--- src/rtl/isr_agg_pkg.sv ---
package isr_agg_pkg;
    localparam int REG_W    = 32;
    localparam int N_ERR    = 5;
    localparam int N_STICKY = N_ERR + 5;

    localparam int POS_IBUS = 5;
    localparam int POS_CFG  = 18;
    localparam int POS_BIST = 24;
    localparam int POS_VMSG = 25;
    localparam int POS_HP   = 26;
    localparam int POS_PME  = 27;
    localparam int POS_SLOT = 28;

    localparam int IDX_IBUS = N_ERR;
    localparam int IDX_CFG  = N_ERR + 1;
    localparam int IDX_VMSG = N_ERR + 2;
    localparam int IDX_HP   = N_ERR + 3;
    localparam int IDX_SLOT = N_ERR + 4;

    localparam logic [REG_W-1:0] RSVD_BITS = 32'hE0F8_0000;

    // bank index -> register bit position
    function automatic int sticky_pos(input int idx);
        if (idx < N_ERR) return idx;
        case (idx)
            IDX_IBUS: return POS_IBUS;
            IDX_CFG:  return POS_CFG;
            IDX_VMSG: return POS_VMSG;
            IDX_HP:   return POS_HP;
            default:  return POS_SLOT;
        endcase
    endfunction
endpackage

--- src/rtl/isr_sticky_bank.sv ---
module isr_sticky_bank #(
    parameter int N = 10
) (
    input  logic         clk,
    input  logic         rst_n,
    input  logic [N-1:0] set_i,
    input  logic [N-1:0] mask_i,
    input  logic [N-1:0] clr_i,
    output logic [N-1:0] flag_o
);
    typedef struct packed {
        logic [N-1:0] flag;
    } bank_t;

    bank_t st_d, st_q;
    logic [N-1:0] set_eff;

    always_comb begin
        st_d    = st_q;
        set_eff = set_i & ~mask_i;
        for (int i = 0; i < N; i++) begin
            if (set_eff[i])     st_d.flag[i] = 1'b1;
            else if (clr_i[i])  st_d.flag[i] = 1'b0;
        end
    end

    always_ff @(posedge clk or negedge rst_n) begin
        if (!rst_n) st_q <= '0;
        else        st_q <= st_d;
    end

    assign flag_o = st_q.flag;

    for (genvar g = 0; g < N; g++) begin : g_chk
        // an unmasked event sets the flag even against a clear
        p_set_wins_r5: assert property (@(posedge clk) disable iff (!rst_n)
            (set_i[g] && !mask_i[g]) |=> flag_o[g]);
        // a clear without a live event drops the flag
        p_clear_r3: assert property (@(posedge clk) disable iff (!rst_n)
            (clr_i[g] && !(set_i[g] && !mask_i[g])) |=> !flag_o[g]);
        // without an unmasked event a flag never rises
        p_mask_r4: assert property (@(posedge clk) disable iff (!rst_n)
            !(set_i[g] && !mask_i[g]) |=> !$rose(flag_o[g]));
        // a flag holds with neither event nor clear
        p_hold_r2: assert property (@(posedge clk) disable iff (!rst_n)
            (!(set_i[g] && !mask_i[g]) && !clr_i[g]) |=> $stable(flag_o[g]));
    end
endmodule

--- src/rtl/isr_readback.sv ---
module isr_readback
    import isr_agg_pkg::*;
#(
    parameter int                ADDR_W   = 8,
    parameter logic [ADDR_W-1:0] ISR_ADDR = 8'h78,
    parameter int                N        = N_STICKY
) (
    input  logic [ADDR_W-1:0] addr_i,
    input  logic              wr_i,
    input  logic [REG_W-1:0]  wdata_i,
    input  logic [N-1:0]      flag_i,
    input  logic              bist_i,
    input  logic              pme_i,
    output logic [REG_W-1:0]  rdata_o,
    output logic [N-1:0]      clr_o
);
    logic             hit;
    logic [REG_W-1:0] image;

    assign hit = (addr_i == ISR_ADDR);

    for (genvar g = 0; g < N; g++) begin : g_clr
        localparam int P = sticky_pos(g);
        assign clr_o[g] = wr_i && hit && wdata_i[P];
    end

    always_comb begin
        image = '0;
        for (int i = 0; i < N; i++) image[sticky_pos(i)] = flag_i[i];
        image[POS_BIST] = bist_i;
        image[POS_PME]  = pme_i;
        rdata_o = hit ? image : '0;
    end

    // reserved bits never show on the read port
    always_comb begin
        a_rsvd_r11: assert ((rdata_o & RSVD_BITS) == '0);
    end
endmodule

--- src/rtl/isr_irq_combine.sv ---
module isr_irq_combine
    import isr_agg_pkg::*;
#(
    parameter int N = N_STICKY
) (
    input  logic [N-1:0] flag_i,
    input  logic         bist_i,
    input  logic         bist_ie_i,
    input  logic         pme_i,
    input  logic         pme_ie_i,
    output logic         irq_main_o,
    output logic         irq_cfg_o,
    output logic         irq_msg_o,
    output logic         irq_bist_o
);
    always_comb begin
        irq_main_o = (|flag_i[N_ERR-1:0]) | flag_i[IDX_IBUS] | flag_i[IDX_CFG];
        irq_cfg_o  = flag_i[IDX_CFG];
        irq_msg_o  = flag_i[IDX_VMSG] | flag_i[IDX_HP] | flag_i[IDX_SLOT]
                   | (pme_i & pme_ie_i);
        irq_bist_o = bist_i & bist_ie_i;
    end
endmodule

--- src/rtl/isr_aggregator.sv ---
module isr_aggregator
    import isr_agg_pkg::*;
#(
    parameter int                ADDR_W   = 8,
    parameter logic [ADDR_W-1:0] ISR_ADDR = 8'h78
) (
    input  logic              clk,
    input  logic              rst_n,
    input  logic [N_ERR-1:0]  err_evt_i,
    input  logic [N_ERR-1:0]  err_mask_i,
    input  logic              ibus_err_evt_i,
    input  logic              ibus_err_mask_i,
    input  logic              cfg_wr_evt_i,
    input  logic              cfg_wr_mask_i,
    input  logic              vmsg_evt_i,
    input  logic              vmsg_mask_i,
    input  logic              hp_evt_i,
    input  logic              hp_mask_i,
    input  logic              slot_evt_i,
    input  logic              slot_mask_i,
    input  logic              bist_start_i,
    input  logic              bist_ie_i,
    input  logic              pme_stat_i,
    input  logic              pme_ie_i,
    input  logic [ADDR_W-1:0] reg_addr_i,
    input  logic              reg_wr_i,
    input  logic [REG_W-1:0]  reg_wdata_i,
    output logic [REG_W-1:0]  reg_rdata_o,
    output logic              irq_main_o,
    output logic              irq_cfg_o,
    output logic              irq_msg_o,
    output logic              irq_bist_o
);
    logic [N_STICKY-1:0] set_vec, mask_vec, clr_vec, flag_vec;

    assign set_vec  = {slot_evt_i, hp_evt_i, vmsg_evt_i, cfg_wr_evt_i,
                       ibus_err_evt_i, err_evt_i};
    assign mask_vec = {slot_mask_i, hp_mask_i, vmsg_mask_i, cfg_wr_mask_i,
                       ibus_err_mask_i, err_mask_i};

    isr_sticky_bank #(.N(N_STICKY)) u_bank (
        .clk    (clk),
        .rst_n  (rst_n),
        .set_i  (set_vec),
        .mask_i (mask_vec),
        .clr_i  (clr_vec),
        .flag_o (flag_vec)
    );

    isr_readback #(.ADDR_W(ADDR_W), .ISR_ADDR(ISR_ADDR), .N(N_STICKY)) u_rd (
        .addr_i  (reg_addr_i),
        .wr_i    (reg_wr_i),
        .wdata_i (reg_wdata_i),
        .flag_i  (flag_vec),
        .bist_i  (bist_start_i),
        .pme_i   (pme_stat_i),
        .rdata_o (reg_rdata_o),
        .clr_o   (clr_vec)
    );

    isr_irq_combine #(.N(N_STICKY)) u_irq (
        .flag_i     (flag_vec),
        .bist_i     (bist_start_i),
        .bist_ie_i  (bist_ie_i),
        .pme_i      (pme_stat_i),
        .pme_ie_i   (pme_ie_i),
        .irq_main_o (irq_main_o),
        .irq_cfg_o  (irq_cfg_o),
        .irq_msg_o  (irq_msg_o),
        .irq_bist_o (irq_bist_o)
    );

    // configuration interrupt rises only after an unmasked config write
    p_cfg_rise_r9: assert property (@(posedge clk) disable iff (!rst_n)
        $rose(irq_cfg_o) |-> $past(cfg_wr_evt_i && !cfg_wr_mask_i));
    // main interrupt drops only under a write strobe at the register
    p_main_fall_r10: assert property (@(posedge clk) disable iff (!rst_n)
        $fell(irq_main_o) |-> $past(reg_wr_i && reg_addr_i == ISR_ADDR));
    // bit 27 tracks the external PME status on a read hit
    p_pme_copy_r7: assert property (@(posedge clk) disable iff (!rst_n)
        (reg_addr_i == ISR_ADDR) |-> (reg_rdata_o[POS_PME] == pme_stat_i));
    // a miss reads zero
    p_miss_zero_r12: assert property (@(posedge clk) disable iff (!rst_n)
        (reg_addr_i != ISR_ADDR) |-> (reg_rdata_o == '0));
endmodule

--- config.mk ---
export PLATFORM = sky130hd
export DESIGN_NAME = isr_aggregator
export DESIGN_NICKNAME = d
export VERILOG_FILES = /design/src/rtl/isr_agg_pkg.sv /design/src/rtl/isr_sticky_bank.sv /design/src/rtl/isr_readback.sv /design/src/rtl/isr_irq_combine.sv /design/src/rtl/isr_aggregator.sv
export SDC_FILE = /design/constraint.sdc
export NUM_CORES = 1
export LEC_CHECK = 0
export BUFFER_PORTS_ARGS = -buffer_cell sky130_fd_sc_hd__buf_2
export CORE_MARGIN = 1.5
export CORE_UTILIZATION = 30
export DETAILED_ROUTE_END_ITERATION = 7
export PLACE_DENSITY = 0.75
export RECOVER_POWER = 25
export SYNTH_ARGS = -nofsm -noshare
export SYNTH_HDL_FRONTEND = slang
export SYNTH_SLANG_ARGS = --single-unit
--- constraint.sdc ---
create_clock -name clk -period 1 [get_ports clk]
set_input_delay 0.05 -clock clk [delete_from_list [all_inputs] [get_ports clk]]
set_output_delay 0.05 -clock clk [all_outputs]
set_load 0.05 [all_outputs]
==> flow_metrics.py, run 1 <==
metrics = {
    "logic_synthesis": {
        "ys_warn_count": 0,
        "synth_area_leaders": "dfrtp_1 29%, buf_4 18%, a21oi_2 10%",
        "synth.top_cell.area_share": 0.293,
        "ys_seq_elements": 10,
        "yosysSeqAreaShare": 0.293,
        "synth_area_um2": 853,
        "netlist_instances": 104,
        "syn_avg_cell_area_um2": 8.20,
        "yosys.area.top_type": "dfrtp_1",
        "ys_types": 15,
    },
    "final_layout": {
        "final_cell_mix": "43 x buf_2, 20 x conb_1, 18 x nor2_1",
        "design_area_mm2": 0.00148,
        "fin_util": 0.541,
        "layout.filler_cells": 254,
        "largest_reg_flops": 10,
        "multi_input_area_um2": 558,
        "area_delta_synth_final_pct": 73.3,
        "nets": 250,
        "final_common_cell": "buf_2",
        "seq_area_um2": 251,
        "antenna_cells": 0,
        "drive_gt1_frac": 0.604,
    },
    "worst_setup_path": {
        "path_delay_family": "flip-flops",
        "path_cells": "nor4_2, buf_4, nand2_2, buf_6",
        "critPathBufInv": 2,
        "cp_data_arrival_time_ps": 1270,
        "crit_type": "reg -> out",
        "slowest_delay_ps": 390,
        "crit_path_end_kind": "output port",
        "critPathMaxFanout": 2,
        "start_kind": "register",
        "cp_slowest_cell": "dfrtp_1",
        "cp_data_required_time_ps": 950,
    },
    "clock_network": {
        "htreeDepth": 1,
        "tritoncts": "done",
        "worstSkewPairLatency_ps": 250,
        "clock_path_buffers": 2,
        "cts_sinks": 10,
        "cts_buffers": 3,
        "clockRootBuffer": "clkbuf_4",
        "clk_pin_slew_ps": 60,
    },
    "sta": {
        "fin_setup_tns_ps": -2410,
        "rsz0062_at_grt": "true",
        "slew_viol_final": 0,
        "final-setup-viol-count": 14,
        "period_share": 1.32,
        "fin_crit_ps": 1320,
        "worst_pin_slew_ps": 537,
        "max_freq_mhz": 758,
        "hold_violations": 0,
        "fin_ws_ps": -319,
        "finClkSkew_ps": 0,
        "slew_headroom": 0.642,
    },
    "placement": {
        "dp_hpwl_um": 1650,
        "io_buffers": 60,
        "postPlaceCellArea_mm2": 0.00119,
        "gp_congestion": 0.793,
    },
    "route": {
        "wl_per_cell_um": 10.8,
        "vias_per_cell": 4.20,
        "drc": 0,
        "first_pass_iters": 2,
        "ant_nets": 0,
        "drtIter0Drc": 29,
        "drt_wl_total_um": 2310,
        "via_count": 894,
    },
    "status": {
        "violations": "negative setup slack",
        "outcome": "complete, but fails checks",
    },
    "grt": {
        "grtUsageMet2": 0.252,
        "antenna_found_initial": 0,
        "met1_usage": 0.166,
        "grt_usage": 0.147,
        "gr-usage-met3": 0.0484,
        "grt_pass1_wl_um": 3620,
        "grt.overflow.total": 0,
        "grt_max_degree": 11,
        "grt.busiest_layer": "met2",
        "grt_pass1_vias": 824,
    },
    "power": {
        "power_mw": 1.04,
        "p_leak_nw": 0.716,
        "powerDensity_mw_per_mm2": 706,
        "ir_drop_mv": 0.409,
    },
    "floorplan": {
        "start_util": 0.312,
        "die_w_um": 56.3,
        "die_h_um": 56.3,
        "boundaryPins": 103,
        "dieArea_mm2": 0.00317,
        "core_region_area_mm2": 0.00273,
        "core.rowCount": 19,
    },
    "worst_hold_path": {
        "worstHoldPathType": "in -> reg",
    },
    "job": {
        "maxCapViolations": 0,
    },
}
## power breakdown
part | internal (mW) | total, mW | switching (mW)
logic | 0.102 | 0.358 | 0.256
registers | 0.406 | 0.407 | 0.00142
clock network | 0.153 | 0.278 | 0.124
total | 0.662 | 1.04 | 0.382
## what timing repair did
item,CTS,global route
buffers inserted,5,2
pin swaps,6,2
resized for setup,57,12
hold buffers,1,0
hold endpoints to repair,10,0
endpoints found under the setup margin,14,15
cloned,1,0
## metal layers
metal,part of all wire,vias up
met2,0.51,58
met4,0.021,0
met1,0.36,385
met5,0,-
li1,-,447
met3,0.11,4
## final timing paths
| path | start | to | slack (ps) | cells past startpoint |
|---|---|---|---|---|
| worst max-delay path | u_bank.flag_o[3] | irq_main_o | -320 | 4 |
| min in group asynchronous | rst_n | u_bank.flag_o[4] | 290 | 2 |
| max in group asynchronous | rst_n | u_bank.flag_o[6] | 320 | 2 |
| worst min-delay path | err_mask_i[3] | u_bank.flag_o[3] | 80 | 4 |
| worst max register to register | u_bank.flag_o[3] | u_bank.flag_o[3] | 0 | 5 |
| worst min register to register | u_bank.flag_o[6] | u_bank.flag_o[6] | 570 | 2 |
## tightest hold or removal path: cells and delay by family
family | cells | cell delay, ps
simple gates | 2 | 140
compound gates | 1 | 30
buf+inv | 1 | 70
## cell usage after synthesis
library cell,count
buf_4,20
nor2_1,20
and2_1,13
nand2_1,12
a21oi_2,10
dfrtp_1,10
nor2b_1,10
buf_6,2
a2111o_1,1
clkbuf_1,1
conb_1,1
nand4bb_4,1
nor3_1,1
nor4_1,1
nor4_4,1
## area by class of cell
type                       instances  share of cell area
tap                               31              0.0262
multi-input combinational         90               0.377
clock buffer                       4              0.0178
timing repair buffer              78               0.409
sequential                        10               0.170
## metrics by stage
step	worst slack, ps	std cells	hold WS [ps]
after global routing	-397	213	86.3
final	-319	213	83.6
after detailed placement	-188	202	-77.0
after CTS	-360	212	83.0
after global placement	-164	202	-78.8
after floorplan	9.21	123	-246
## logic make-up (layout without fill, tap and decap cells)
logic type | after synthesis | in the layout | synth area share
buffers and inverters | 23 | 82 | 0.207
and+or+nand+nor | 59 | 59 | 0.380
other | 1 | 20 | 0.00439
AOI/OAI and AO/OA | 11 | 11 | 0.116
DFF | 10 | 10 | 0.293
Note: power is estimated with default switching activity, not from simulation.
==> inputs of run 2 (changes only) <==
clock period = 1.3 ns   (was 1 ns; I/O delays follow)
==> flow_metrics.py, run 2 (synthesized netlist as in run 1, its figures left out) <==
metrics = {
    "status": {
        "outcome": "finished, final reports clean",
    },
    "floorplan": {
        "boundaryPins": 103,
        "core.rowCount": 19,
        "die_w_um": 56.3,
        "die_h_um": 56.3,
        "core_region_area_mm2": 0.00273,
        "dieArea_mm2": 0.00317,
        "start_util": 0.312,
    },
    "grt": {
        "grt_usage": 0.125,
        "grt_pass1_wl_um": 3070,
        "antenna_found_initial": 0,
        "grt_pass1_vias": 742,
        "grt.overflow.total": 0,
        "grt_max_degree": 20,
    },
    "route": {
        "vias_per_cell": 4.16,
        "drt_wl_total_um": 1960,
        "wl_per_cell_um": 9.81,
        "first_pass_iters": 2,
        "ant_nets": 0,
        "drtIter0Drc": 15,
        "drc": 0,
        "via_count": 831,
    },
    "placement": {
        "io_buffers": 60,
        "dp_cells": 193,
        "dp_hpwl_um": 1570,
        "gp_congestion": 0.675,
        "dp_slack_ps": 50.4,
    },
    "sta": {
        "fin_crit_ps": 1280,
        "hold_violations": 0,
        "final-setup-viol-count": 0,
        "slew_headroom": 0.613,
        "rsz0062_at_grt": "true",
        "finClkSkew_ps": 0,
        "period_share": 0.982,
        "fin_ws_ps": 24.0,
        "worst_pin_slew_ps": 581,
        "slew_viol_final": 0,
        "max_freq_mhz": 784,
    },
    "worst_setup_path": {
        "cp_data_required_time_ps": 1240,
        "crit_path_end_kind": "output port",
        "critPathBufInv": 1,
        "slowest_delay_ps": 390,
        "rr_worst_depth": 3,
        "rrSetupSlack_ps": 520,
        "path_cells": "nor4_2, nand2_1, buf_6",
        "reg2reg_to": "u_bank.flag_o[1]",
        "cp_data_arrival_time_ps": 1210,
        "path_delay_family": "flip-flops",
        "crit_type": "reg -> out",
        "critPathMaxFanout": 2,
        "start_kind": "register",
        "cp_slowest_cell": "dfrtp_1",
        "r2r-start": "u_bank.flag_o[1]",
    },
    "power": {
        "swShare": 0.352,
        "p_seq_frac": 0.366,
        "power.share.combinational": 0.307,
        "p_clk_frac": 0.327,
        "p_sw_mw": 0.301,
        "intPower_mw": 0.554,
        "p_leak_nw": 0.610,
        "powerDensity_mw_per_mm2": 710,
        "ir_drop_mv": 0.429,
    },
    "clock_network": {
        "cts_sinks": 10,
        "htreeDepth": 1,
        "clockRootBuffer": "clkbuf_4",
        "cts_buffers": 3,
        "clk_pin_slew_ps": 70,
        "tritoncts": "done",
        "worstSkewPairLatency_ps": 260,
        "clock_path_buffers": 2,
    },
    "final_layout": {
        "layout.filler_cells": 295,
        "area_delta_synth_final_pct": 41.1,
        "seq_area_um2": 250,
        "drive_gt1_frac": 0.479,
        "final_cell_mix": "55 x buf_2, 20 x nor2_1, 20 x conb_1",
        "largest_reg_flops": 10,
        "final_common_cell": "buf_2",
        "nets": 237,
        "antenna_cells": 0,
        "fin_cells": 200,
        "multi_input_area_um2": 509,
        "fin_util": 0.440,
    },
    "job": {
        "maxCapViolations": 0,
    },
    "worst_hold_path": {
        "worstHoldStart": "err_mask_i[4]",
        "holdPathEnd": "u_bank.flag_o[4]",
        "worstHoldPathType": "in -> reg",
        "whs_path_depth": 4,
    },
}
[run 2: cell types whose count changed in the layout (fill, tap and decap cells not counted), sizes merged]
cell and change:
buf -14, clkbuf +1
[run 2: area by class of cell]
type,count,share of cell area
sequential,10,0.208
tap,31,0.0322
timing repair buffer,65,0.307
multi-input combinational,90,0.423
clock buffer,4,0.0301
[run 2: worst max path at each step]
stage / endpoint / from / cells after the start
finish: irq_main_o / u_bank.flag_o[1] / 3
global placement: reg_rdata_o[18] / reg_addr_i[2] / 6
detailed placement: reg_rdata_o[18] / reg_addr_i[2] / 6
CTS: irq_main_o / u_bank.flag_o[1] / 3
floorplan: reg_rdata_o[18] / u_bank.flag_o[6] / 1
global route: irq_main_o / u_bank.flag_o[1] / 3
[run 2: what timing repair did]
action	CTS	global route
endpoints found under the hold margin	10	0
pin swaps	1	1
hold buffers	1	0
gates resized for setup	3	5
buffers inserted	0	2
setup endpoints to repair	2	4
[run 2: metal layers]
layer / track usage / vias to the layer above / routed length [um] / share of wire
li1: - / 420 / - / -
met1: 0.123 / 353 / 725 / 0.37
met2: 0.239 / 56 / 992 / 0.51
met3: 0.0645 / 2 / 240 / 0.12
met4: 0.0102 / 0 / 3 / 0.0015
met5: 0 / - / 0 / 0
[run 2: per-stage QoR]
stage | hold slack [ps] | power (mW) | setup TNS (ps) | instance area (um2)
floorplan | -231 | 0.547 | 0 | 925
global placement | -59.2 | 0.577 | 0 | 1110
detailed placement | -50.8 | 0.580 | 0 | 1110
CTS | 89.8 | 0.869 | 0 | 1170
global route | 110 | 0.896 | -25.1 | 1200
finish | 96.0 | 0.855 | 0 | 1200
[run 2: worst min-delay path: stages]
cell and delay [ps]:
buf_2 70, nor2b_1 40, nor2_1 100, a21oi_2 40
[run 2: power groups by stage]
stage | clock network, mW | registers (mW) | logic (mW)
after floorplan | 0 | 0.319 | 0.227
after global placement | 0 | 0.319 | 0.258
after detailed placement | 0 | 0.319 | 0.261
after CTS | 0.292 | 0.313 | 0.264
after global routing | 0.302 | 0.313 | 0.281
final | 0.279 | 0.313 | 0.262
